## src/rtl/lspwm_pkg.sv

```systemverilog
package lspwm_pkg;

  localparam int NUM_LEVELS   = 5;
  localparam int NUM_CARRIERS = NUM_LEVELS - 1;
  localparam int NUM_SWITCHES = 8;
  localparam int LVL_W        = $clog2(NUM_LEVELS);

  typedef enum logic [LVL_W-1:0] {
    LVL_NEG2 = 3'd0,
    LVL_NEG1 = 3'd1,
    LVL_ZERO = 3'd2,
    LVL_POS1 = 3'd3,
    LVL_POS2 = 3'd4
  } lvl_t;

  typedef logic [NUM_SWITCHES-1:0] gate_vec_t;

  // bit i of the vector drives switch i+1
  localparam gate_vec_t PAT_NEG2 = 8'b0110_1000;  // S4 S6 S7
  localparam gate_vec_t PAT_NEG1 = 8'b0010_1011;  // S1 S2 S4 S6
  localparam gate_vec_t PAT_ZERO = 8'b0000_1111;  // S1..S4, capacitor across source
  localparam gate_vec_t PAT_POS1 = 8'b0001_0111;  // S1 S2 S3 S5
  localparam gate_vec_t PAT_POS2 = 8'b1001_0100;  // S3 S5 S8

  function automatic gate_vec_t lvl_pattern(lvl_t l);
    gate_vec_t p;
    case (l)
      LVL_NEG2: p = PAT_NEG2;
      LVL_NEG1: p = PAT_NEG1;
      LVL_POS1: p = PAT_POS1;
      LVL_POS2: p = PAT_POS2;
      default:  p = PAT_ZERO;
    endcase
    return p;
  endfunction

endpackage

```

## src/rtl/lspwm_carrier.sv

```systemverilog
module lspwm_carrier #(
  parameter int PEAK  = 20,
  parameter int CNT_W = 5
) (
  input  logic             clk,
  input  logic             rst_n,
  input  logic             en,
  output logic [CNT_W-1:0] cnt_o,
  output logic             trough_o
);

  localparam logic [CNT_W-1:0] TURN_HI = CNT_W'(PEAK - 1);
  localparam logic [CNT_W-1:0] TURN_LO = CNT_W'(1);

  logic rising;

  always_ff @(posedge clk or negedge rst_n) begin
    if (!rst_n) begin
      cnt_o  <= '0;
      rising <= 1'b1;
    end else if (!en) begin
      cnt_o  <= '0;
      rising <= 1'b1;
    end else if (rising) begin
      cnt_o <= cnt_o + 1'b1;
      if (cnt_o == TURN_HI) rising <= 1'b0;
    end else begin
      cnt_o <= cnt_o - 1'b1;
      if (cnt_o == TURN_LO) rising <= 1'b1;
    end
  end

  assign trough_o = (cnt_o == '0);

endmodule

```

## src/rtl/lspwm_band_cmp.sv

```systemverilog
module lspwm_band_cmp
  import lspwm_pkg::*;
#(
  parameter int PEAK  = 20,
  parameter int CNT_W = 5,
  parameter int REF_W = 8
) (
  input  logic                    clk,
  input  logic                    rst_n,
  input  logic                    en,
  input  logic [CNT_W-1:0]        cnt_i,
  input  logic                    trough_i,
  input  logic signed [REF_W-1:0] ref_i,
  output logic signed [REF_W-1:0] ref_q_o,
  output lvl_t                    lvl_d_o,
  output logic [LVL_W-1:0]        lvl_q_o
);

  localparam int WIDE   = (REF_W > CNT_W + 3) ? REF_W : CNT_W + 3;
  localparam int CMP_W  = WIDE + 1;
  localparam int MID    = NUM_CARRIERS / 2;

  logic signed [REF_W-1:0] ref_eff;
  logic signed [CMP_W-1:0] ref_x;
  logic signed [CMP_W-1:0] cnt_x;
  logic [NUM_CARRIERS-1:0] above;
  logic [LVL_W-1:0]        n_above;

  // trough cycle already works on the sample being captured
  assign ref_eff = trough_i ? ref_i : ref_q_o;
  assign ref_x   = CMP_W'(ref_eff);
  assign cnt_x   = signed'({{(CMP_W-CNT_W){1'b0}}, cnt_i});

  for (genvar k = 0; k < NUM_CARRIERS; k++) begin : g_band
    localparam int OFS = (k - MID) * PEAK;
    logic signed [CMP_W-1:0] thr;
    assign thr      = CMP_W'(OFS) + cnt_x;
    assign above[k] = (ref_x > thr);
  end

  always_comb begin
    n_above = '0;
    for (int i = 0; i < NUM_CARRIERS; i++) begin
      n_above = n_above + LVL_W'(above[i]);
    end
  end

  assign lvl_d_o = en ? lvl_t'(n_above) : LVL_ZERO;

  always_ff @(posedge clk or negedge rst_n) begin
    if (!rst_n) begin
      ref_q_o <= '0;
      lvl_q_o <= LVL_ZERO;
    end else if (!en) begin
      ref_q_o <= '0;
      lvl_q_o <= LVL_ZERO;
    end else begin
      if (trough_i) ref_q_o <= ref_i;
      lvl_q_o <= lvl_d_o;
    end
  end

endmodule

```

## src/rtl/lspwm_gate_dec.sv

```systemverilog
module lspwm_gate_dec
  import lspwm_pkg::*;
(
  input  logic      clk,
  input  logic      rst_n,
  input  lvl_t      lvl_i,
  output gate_vec_t gate_o
);

  always_ff @(posedge clk or negedge rst_n) begin
    if (!rst_n) gate_o <= PAT_ZERO;
    else        gate_o <= lvl_pattern(lvl_i);
  end

endmodule

```

## src/rtl/lspwm_gate_gen.sv

```systemverilog
module lspwm_gate_gen
  import lspwm_pkg::*;
#(
  parameter int CLK_HZ = 200_000_000,
  parameter int PWM_HZ = 5_000,
  parameter int REF_W  = 18
) (
  input  logic                    clk,
  input  logic                    rst_n,
  input  logic                    en,
  input  logic signed [REF_W-1:0] ref_in,
  output logic [7:0]              gate_o,
  output logic [2:0]              level_o
);

  localparam int PEAK  = CLK_HZ / (2 * PWM_HZ);
  localparam int CNT_W = $clog2(PEAK + 1);

  logic [CNT_W-1:0]        carrier;
  logic                    trough;
  logic signed [REF_W-1:0] ref_hold;
  lvl_t                    lvl_next;
  logic [LVL_W-1:0]        lvl_reg;
  gate_vec_t               gates;

  lspwm_carrier #(.PEAK(PEAK), .CNT_W(CNT_W)) u_carrier (
    .clk      (clk),
    .rst_n    (rst_n),
    .en       (en),
    .cnt_o    (carrier),
    .trough_o (trough)
  );

  lspwm_band_cmp #(.PEAK(PEAK), .CNT_W(CNT_W), .REF_W(REF_W)) u_cmp (
    .clk      (clk),
    .rst_n    (rst_n),
    .en       (en),
    .cnt_i    (carrier),
    .trough_i (trough),
    .ref_i    (ref_in),
    .ref_q_o  (ref_hold),
    .lvl_d_o  (lvl_next),
    .lvl_q_o  (lvl_reg)
  );

  lspwm_gate_dec u_dec (
    .clk    (clk),
    .rst_n  (rst_n),
    .lvl_i  (lvl_next),
    .gate_o (gates)
  );

  assign gate_o  = gates;
  assign level_o = lvl_reg;

endmodule

```

## config.mk

```make
export PLATFORM = sky130hd
export DESIGN_NAME = lspwm_gate_gen
export DESIGN_NICKNAME = d
export VERILOG_FILES = /design/src/rtl/lspwm_pkg.sv /design/src/rtl/lspwm_carrier.sv /design/src/rtl/lspwm_band_cmp.sv /design/src/rtl/lspwm_gate_dec.sv /design/src/rtl/lspwm_gate_gen.sv
export SDC_FILE = /design/constraint.sdc
export NUM_CORES = 1
export LEC_CHECK = 0
export BUFFER_PORTS_ARGS = -buffer_cell sky130_fd_sc_hd__buf_2
export CAP_MARGIN = 0
export CELL_PAD_IN_SITES_DETAIL_PLACEMENT = 1
export CELL_PAD_IN_SITES_GLOBAL_PLACEMENT = 1
export CORE_UTILIZATION = 32
export CTS_BUF_LIST = sky130_fd_sc_hd__clkbuf_4
export CTS_CLUSTER_DIAMETER = 120
export DETAILED_ROUTE_END_ITERATION = 8
export PLACE_DENSITY_LB_ADDON = 0.1
export SYNTH_ARGS = -nofsm -noshare
export SYNTH_HDL_FRONTEND = slang
export SYNTH_HIERARCHICAL = 1
export SYNTH_SLANG_ARGS = --single-unit
export TNS_END_PERCENT = 20
```

## constraint.sdc

```tcl
create_clock -name clk -period 6.75 [get_ports clk]
set_input_delay 0.3375 -clock clk [delete_from_list [all_inputs] [get_ports clk]]
set_output_delay 0.3375 -clock clk [all_outputs]
set_load 0.02 [all_outputs]
```

# Word level (Yosys, flattened, before mapping)
# Index checks and enable logic that the tools add are counted.
[classes]
magnitude_cmp = 4
n_mux = 11
n_reduce_logical = 2
n_addsub = 8
eq_ne = 5
[ops]
columns = ["cell", "count"]
rows = [
  ["$gt 18x17->1", 2],
  ["$mux 18", 2],
  ["$pmux 8 s4", 1],
  ["$mux 15", 2],
  ["$add 17x16->18 const A", 1],
  ["$gt 18x16->1", 1],
  ["$gt 18x18->1", 1],
  ["$add 16x16->17 const A", 1],
  ["$add 15x15->16 const A", 1],
  ["$add 15x1->15 const B", 1],
  ["$eq 15x1->1 const B", 1],
  ["$eq 15x15->1 const B", 1],
  ["$logic_not 15->1", 1],
  ["$sub 15x1->15 const B", 1],
  ["$add 3x1->3", 2],
  ["$mux 3", 2],
  ["$mux 1", 4],
  ["$eq 3x1->1 const B", 1],
  ["$eq 3x2->1 const B", 1],
  ["$eq 3x3->1 const B", 1],
  ["$logic_not 3->1", 1],
  ["$add 1x1->2", 1],
]
[word_totals]
register_bits = 45
in_bits = 21
elab_cells = 35

# Depth between registers and ports, before layout
# Gate-level depths: netlist of the first run.
[depth]
word_depth = 9
depth_mapped = 20
depth_no_buf = 19

# Hierarchy
# The synthesis of the first run kept the hierarchy.
[modules_own_cells]
columns = ["module", "seq_area_each_um2", "n_inst", "area_per_inst_um2", "cells_per_inst"]
rows = [
  ["lspwm_band_cmp", 526.8, 1, 2583.7, 287],
  ["lspwm_carrier", 401.6, 1, 1067.3, 117],
  ["lspwm_gate_dec", 178.9, 1, 240.2, 16],
]

# Worst setup path after synthesis of the first run
# OpenSTA, ideal clock, no wires.
[synth_path]
kind = "register to register"
from = "register u_carrier.cnt_o[7]"
to = "register u_dec.gate_o[3]"
period_less_slack_ns = 5.220
required_time_ns = 6.672
arrival_time_ns = 5.143
setup_ns = 0.078
stages_incl_launch_ff = 19
setup_slack_ns = 1.530
n_path_buf = 2
path_cell_list = "dfrtp_1 -> nor4_1 -> and4_1 -> nor3b_1 -> buf_4 -> buf_2 -> mux2_1 -> ha_1 -> a211oi_1 -> o21ai_1 -> a211o_1 -> a2111oi_0 -> nor2_1 -> fa_1 -> ha_1 -> ha_1 -> nand2b_1 -> nor3b_2 -> o21ba_1"
[synth_between]
elab_chain_cells = 9
elab_cells_between_ends = 18
classes_between = "add/sub (6); order compare (4); eq/ne (3); mux (3); reduce/logical (2)"
[synth_rtl]
columns = ["item", "line", "text"]
rows = [
  ["from (decl)", "lspwm_carrier.sv:8", "output logic [CNT_W-1:0] cnt_o,"],
  ["from (signal assigned)", "lspwm_carrier.sv:25", "cnt_o <= cnt_o + 1'b1;"],
  ["from (signal assigned)", "lspwm_carrier.sv:28", "cnt_o <= cnt_o - 1'b1;"],
  ["$logic_not 15->1 (*)", "lspwm_carrier.sv:33", "assign trough_o = (cnt_o == '0);"],
  ["via trough", "lspwm_gate_gen.sv:20", "logic trough;"],
  ["$mux 18 (*)", "--", ""],
  ["$gt 18x18->1 / $gt 18x17->1 (equally long branches)", "lspwm_band_cmp.sv:38", "assign above[k] = (ref_x > thr);"],
  ["$add 1x1->2", "lspwm_band_cmp.sv:44", "n_above = n_above + LVL_W'(above[i]);"],
  ["$add 3x1->3", "lspwm_band_cmp.sv:44", ""],
  ["$add 3x1->3 (*)", "lspwm_band_cmp.sv:44", ""],
  ["$mux 3 (*)", "lspwm_band_cmp.sv:48", "assign lvl_d_o = en ? lvl_t'(n_above) : LVL_ZERO;"],
  ["via lvl_next[1]", "lspwm_gate_gen.sv:22", "lvl_t lvl_next;"],
  ["$eq 3x3->1, or another cell as far along", "lspwm_pkg.sv:27", "case (l)"],
  ["$pmux 8 s4 (*)", "lspwm_pkg.sv:27", ""],
  ["to (signal assigned)", "lspwm_gate_dec.sv:12", "else gate_o <= lvl_pattern(lvl_i);"],
  ["to (decl)", "lspwm_gate_dec.sv:7", "output gate_vec_t gate_o"],
]
# The timed path passes the listed nets; every way through them passes the cells marked *.

# Worst setup path in the final report of the first run
[layout_path]
from = "register u_carrier.cnt_o[7]"
to = "register u_dec.gate_o[6]"
# Same word-level chain as after synthesis.

==> flow_summary.toml, run 1 <==
[route]
avgRoutedWirePerCell_um = 17.9
drtIter0Drc = 114
wl_mm = 10.6
dr_total_vias = 3149
postRouteAntennaNets = 0
via_per_inst = 5.34
drc_errors = 2
first_pass_iters = 6

[power]
internal_power_uw = 507
seqPwrFrac = 0.388
power_frac_comb = 0.390
ir_worst_vdd_mv = 0.116
clockPowerShare = 0.222
switching_share = 0.379
p_per_area_mw_per_mm2 = 192
power_leakage_nw = 1.90
p_switching_uw = 309

[setup_path]
worstPathArrival_ns = 5.78
critPathMaxFanout = 15
max_stage_delay_ns = 0.58
worst-path-stages = 17
end_kind = "flip-flop"
crit_buf_inv = 1
worstPathCellList = "nor4_1 > and4_1 > nor3b_2 > buf_4 > mux2_2 > ha_1 > nand4_1 > or4_4 > a211oi_2 > o21bai_1 > o211a_1 > fa_1 > ha_1 > ha_1 > nand2b_1 > or2_1 > nor2_1"
cp_top_family = "simple AND/OR/NAND/NOR gates"
path_class = "reg -> reg"
cpMaxStageDelayCell = "nor4_1"
start_kind = "flip-flop"
worstPathRequired_ns = 7.06
r2r_cells = 17
cpMostUsedCell = "ha_1"

[clock_tree]
path_clk_slew_ns = 0.17
cts_buffers = 5
cts.sinks = 44
cts-root-buf = "clkbuf_4"
cts_resized = 0
postCtsSetupRepairBufs = 0
cts_buffer_depth = 2
clock_latency_ns = 0.39
cts_tree = "yes"
htreeDepth = 2
postCtsHoldBufs = 0

[yosys]
synthDistinctLibCells = 66
ys_async_sr_fraction = 1.00
synth_area_per_cell_um2 = 9.26
netlist.area_leader.share = 0.251
synthCells = 420
synth_ff_type = "dfrtp_1"
yosysSeqAreaShare = 0.285
synth.area.top_cells = "dfrtp_1 25%, ha_1 19%, xnor2_1 5.2%"
synth_nets = 500
netlist_area_mm2 = 0.00389
synth_area_leader_cell = "dfrtp_1"
ys_ff_latch = 44
yosysWarningCount = 6
synth_edf_count = 0

[timing]
tightest_slew_ns = 1.04
holdWs_ns = 0.102
period_minus_slack_ns = 5.47
finClkSkew_ns = 0.0258
setup_tns_ns = 0
post-route-period-util = 0.810
fmax_mhz = 183
grt_setup_unrepaired = "false"
relSlewSlack = 0.306
drv_slew = 0
hold_viol = 0
finalSetupViolations = 0

[floorplan]
die_area_mm2 = 0.0126
fp.dieW_um = 112
start_util = 0.335
io_pins = 32
die_h_um = 112
core.rowCount = 39
fp.coreArea_mm2 = 0.0116

[global_routing]
grt_pass1_wl_mm = 18.0
antenna_found_initial = 0
grt_max_degree = 45
grt_usage = 0.182
grt_overflow = 0
first_global_vias = 3353

[placement]
place_inst = 582
globalplace.congestion = 0.782
post-dp-hpwl_mm = 8.33
post_dp_cell_area_mm2 = 0.00418
io_buffers = 31

[finish]
nets = 526
regArea_mm2 = 0.00111
area_delta_synth_final_pct = 9.36
drive_gt1_frac = 0.161
final_util = 0.366
stdcell_area_mm2 = 0.00426
fillers = 1372
diodes = 0
multiInputGateArea_mm2 = 0.00261
final_cells = 590

[job]
cap_violations = 0

[min_path]
hold_class = "in -> async"

[status]
status = "complete, but fails checks"
failed_checks = "design-rule violations"
==> cells in the final DEF (no fill, tap or decap), types with 3 or more instances in the layout <==
cell type and n:
ha_1 58, dfrtp_1 39, buf_2 31, inv_1 23
and2_1 23, a21oi_1 23, xnor2_1 23, nand2_1 21
nor2_1 19, nand3_1 16, nand4_1 15, nor3_1 13
a21o_1 9, mux2_1 8, mux2_2 8, nand2b_1 6
mux2i_1 6, a211oi_1 6, clkbuf_4 5, o21ai_0 5
dfstp_2 5, inv_2 5, nor2b_1 4, xor2_1 4
a31oi_1 4, or4_4 3, nor4_1 3, and4_1 3
nor3b_1 3, a211o_1 3, o211ai_1 3, or2_1 3
o21bai_1 3
==> area by class of cell <==
cell class | instances | share of cell area
Clock buffer | 5 | 0.00882
Clock inverter | 3 | 0.0100
Inverter | 28 | 0.0247
Multi-Input combinational cell | 334 | 0.614
Sequential cell | 44 | 0.260
Tap cell | 143 | 0.0420
Timing Repair Buffer | 33 | 0.0400
==> Yosys cell counts, types with 4 or more instances <==
library cell and count:
a211oi_1 6, and2_1 23, o21ai_0 5, mux2_1 8, clkbuf_1 9, dfstp_2 5
mux2_2 8, nor2b_1 4, nand2_1 21, a21oi_1 23, nor2_1 19, xor2_1 4
a21o_1 9, ha_1 58, a31oi_1 4, dfrtp_1 39, nand4_1 15, nor3b_1 4
mux2i_1 6, xnor2_1 23, nor3_1 13, inv_1 23, nand3_1 16, inv_2 5
nand2b_1 6
==> cells by family after synthesis <==
group / after synthesis / share of synthesized area
adder cells (fa/ha/maj): 59 / 0.192
buffers and inverters: 42 / 0.0450
flip-flops: 44 / 0.285
multiplexers: 22 / 0.0617
XOR/XNOR: 27 / 0.0608
AND/OR/NAND/NOR: 150 / 0.219
AO/OA/AOI/OAI: 76 / 0.137
==> power groups by stage <==
stage          clock (mW)  combinational, mW  sequential (mW)
2_1_floorplan           0              0.191            0.352
3_3_place_gp            0              0.319            0.322
3_5_place_dp            0              0.322            0.323
4_1_cts             0.192              0.325            0.318
5_1_grt             0.196              0.362            0.322
6_report            0.181              0.319            0.317
==> worst paths after layout <==
path                                    startpoint             endpoint  slack [ns]
worst min register to register    u_cmp/ref_q_o[2]     u_cmp/ref_q_o[2]        0.62
worst max register to register  u_carrier/cnt_o[7]      u_dec/gate_o[6]        1.28
max in group asynchronous                    rst_n    u_cmp/ref_q_o[15]        5.98
min in group clk                         ref_in[2]     u_cmp/ref_q_o[2]        0.33
worst min-delay path                         rst_n  u_carrier/cnt_o[11]        0.10
worst max-delay path            u_carrier/cnt_o[7]      u_dec/gate_o[6]        1.28
==> flip-flops by register name, summed over array words and instances, names as in the netlist <==
register and count:
u_cmp/ref_q_o 18, u_carrier/cnt_o 15, u_dec/gate_o 7, u_cmp/lvl_q_o 3
u_carrier/rising 1
==> per-stage QoR <==
| step | power [mW] | worst slack (ns) |
|---|---|---|
| floorplan | 0.543 | 1.53 |
| global placement | 0.641 | 1.43 |
| detailed placement | 0.645 | 1.31 |
| CTS | 0.834 | 1.24 |
| global route | 0.880 | 0.777 |
| finish | 0.816 | 1.28 |
==> per-layer routing <==
layer	up-vias	share of wire	track usage
li1	1572	-	-
met1	1537	0.49	0.243
met2	29	0.48	0.308
met3	11	0.018	0.0243
met4	0	0.017	0.0533
met5	-	0	0
No activity file was read; power rests on OpenSTA's default activity.
==> inputs of run 2 (changes only) <==
==> constraint.sdc (replaced) <==
create_clock -name clk -period 5.7 [get_ports clk]
set_input_delay 0.285 -clock clk [delete_from_list [all_inputs] [get_ports clk]]
set_output_delay 0.285 -clock clk [all_outputs]
set_load 0.02 [all_outputs]
==> run 2 against run 1 <==
Net effect: the flow still finishes with violations (design-rule violations); register-to-register slack worse by 0.88 ns; global-route usage up 0.49 points; sequential share of layout area down 0.35 points; hold slack worse by 0.078 ns; first-iteration DRC count down 6.1%; highest routed layer unchanged; largest power group unchanged; clock skew down 0.00075 ns; critical path type unchanged; die area unchanged; non-clock buffer count up 7; fmax up 3.3%; count of clock-buffer cells in the layout unchanged; clock power up 27%; setup slack worse by 0.88 ns.
==> flow_summary.toml, run 2 (same netlist as run 1, synthesis figures left out) <==
[floorplan]
die_area_mm2 = 0.0126
fp.dieW_um = 112
core.rowCount = 39
die_h_um = 112
start_util = 0.335
fp.coreArea_mm2 = 0.0116
io_pins = 32

[setup_path]
max_stage_delay_ns = 0.58
end_kind = "flip-flop"
worstPathCellList = "nor4_1 > buf_4 > and4_1 > nor3b_2 > buf_4 > mux2_2 > ha_1 > nand4_1 > or4_4 > a211oi_2 > o21bai_1 > o211a_1 > fa_1 > ha_1 > ha_1 > nand2b_1 > or2_1 > nor2_1"
cpMaxStageDelayCell = "or4_4"
cp_top_family = "simple AND/OR/NAND/NOR gates"
worstPathRequired_ns = 6.04
critPathMaxFanout = 15
worstPathArrival_ns = 5.64
rr_startpoint = "u_carrier/cnt_o[8]"
start_kind = "flip-flop"
cp-startpoint = "u_carrier/cnt_o[8]"
cpMostUsedCell = "ha_1"
path_class = "reg -> reg"
crit_buf_inv = 2

[clock_tree]
htreeDepth = 2
clock_latency_ns = 0.42
cts_resized = 0
cts_buffer_depth = 2
postCtsHoldBufs = 0
path_clk_slew_ns = 0.17
cts.sinks = 44
cts_tree = "yes"
cts-root-buf = "clkbuf_4"
cts_buffers = 5
postCtsSetupRepairBufs = 0

[placement]
io_buffers = 31
globalplace.congestion = 0.830
post-dp-hpwl_mm = 8.51
post_dp_cell_area_mm2 = 0.00423

[timing]
holdWs_ns = 0.0239
hold_viol = 0
setup_tns_ns = 0
period_minus_slack_ns = 5.29
grt_setup_unrepaired = "false"
drv_slew = 0
post-route-period-util = 0.929
fmax_mhz = 189
relSlewSlack = 0.297
finalSetupViolations = 0
finClkSkew_ns = 0.0251
tightest_slew_ns = 1.05

[finish]
largest_register = "u_cmp/ref_q_o"
area_delta_synth_final_pct = 10.8
diodes = 0
top_regs = "u_cmp/ref_q_o (18), u_carrier/cnt_o (15), u_dec/gate_o (7)"
drive_gt1_frac = 0.176
layout_commonest_cell = "ha_1"
stdcell_area_mm2 = 0.00431
largest_reg_flops = 18
most-common-layout-cells = "58 x ha_1, 39 x dfrtp_1, 31 x buf_2"
nets = 533

[status]
status = "complete, but fails checks"
failed_checks = "design-rule violations"

[min_path]
hold_class = "in -> async"

[global_routing]
grt_overflow = 0
first_global_vias = 3440
grt_usage = 0.187
grt_max_degree = 45
grt_pass1_wl_mm = 18.2
antenna_found_initial = 0

[power]
power.total_uw = 982
p_per_area_mw_per_mm2 = 228
power_leakage_nw = 1.93
ir_worst_vdd_mv = 0.127

[route]
via_per_inst = 5.33
wl_mm = 10.9
drc_errors = 2
postRouteAntennaNets = 0
first_pass_iters = 6
drtIter0Drc = 107
dr_total_vias = 3181
avgRoutedWirePerCell_um = 18.3

[job]
cap_violations = 0
[run 2: per-stage QoR]
step / setup WS (ns) / instances / util
floorplan: 0.480 / 420 / -
global placement: 0.576 / 589 / 0.364
detailed placement: 0.469 / 589 / 0.364
CTS: 0.394 / 597 / 0.371
global route: 0.0401 / 597 / 0.371
finish: 0.407 / 597 / 0.371
[run 2: worst paths after layout]
path | to | slack, ns | depth (start not counted)
min reg2reg | u_carrier/cnt_o[0] | 0.59 | 1
max in group asynchronous | u_cmp/ref_q_o[17] | 5.00 | 1
min in group clk | u_cmp/ref_q_o[0] | 0.21 | 3
max reg2reg | u_dec/gate_o[6] | 0.41 | 18
max | u_dec/gate_o[6] | 0.41 | 18
min | u_carrier/cnt_o[11] | 0.02 | 1
[run 2: worst register-to-register path, delay by kind of cell, from the launching register on]
kind            cells  cell delay, ns
compound gates      3            0.43
fa+ha+maj           4            1.27
flops               1            0.52
simple gates        8            2.14
mux                 1            0.44
buf+inv             2            0.44
[run 2: layout make-up]
| cell class | instances | area (µm²) |
|---|---|---|
| fill | 1389 | 7300 |
| multi-input combinational | 334 | 2620 |
| sequential | 44 | 1110 |
| timing repair buffer | 40 | 223 |
| tap | 143 | 179 |
| inverter | 28 | 105 |
| clock inverter | 3 | 46.3 |
| clock buffer | 5 | 37.5 |
[run 2: per-layer routing]
metal	GRT usage	routed length, µm	vias up
met5	0	0	-
met4	0.0551	78	0
met3	0.0270	189	5
met2	0.328	5450	28
met1	0.238	5200	1569
li1	-	-	1579
[run 2: power breakdown]
group	total (mW)	switching, mW	internal [mW]
logic	0.378	0.230	0.148
clock network	0.229	0.135	0.0938
registers	0.375	0.0134	0.361
total	0.982	0.379	0.603
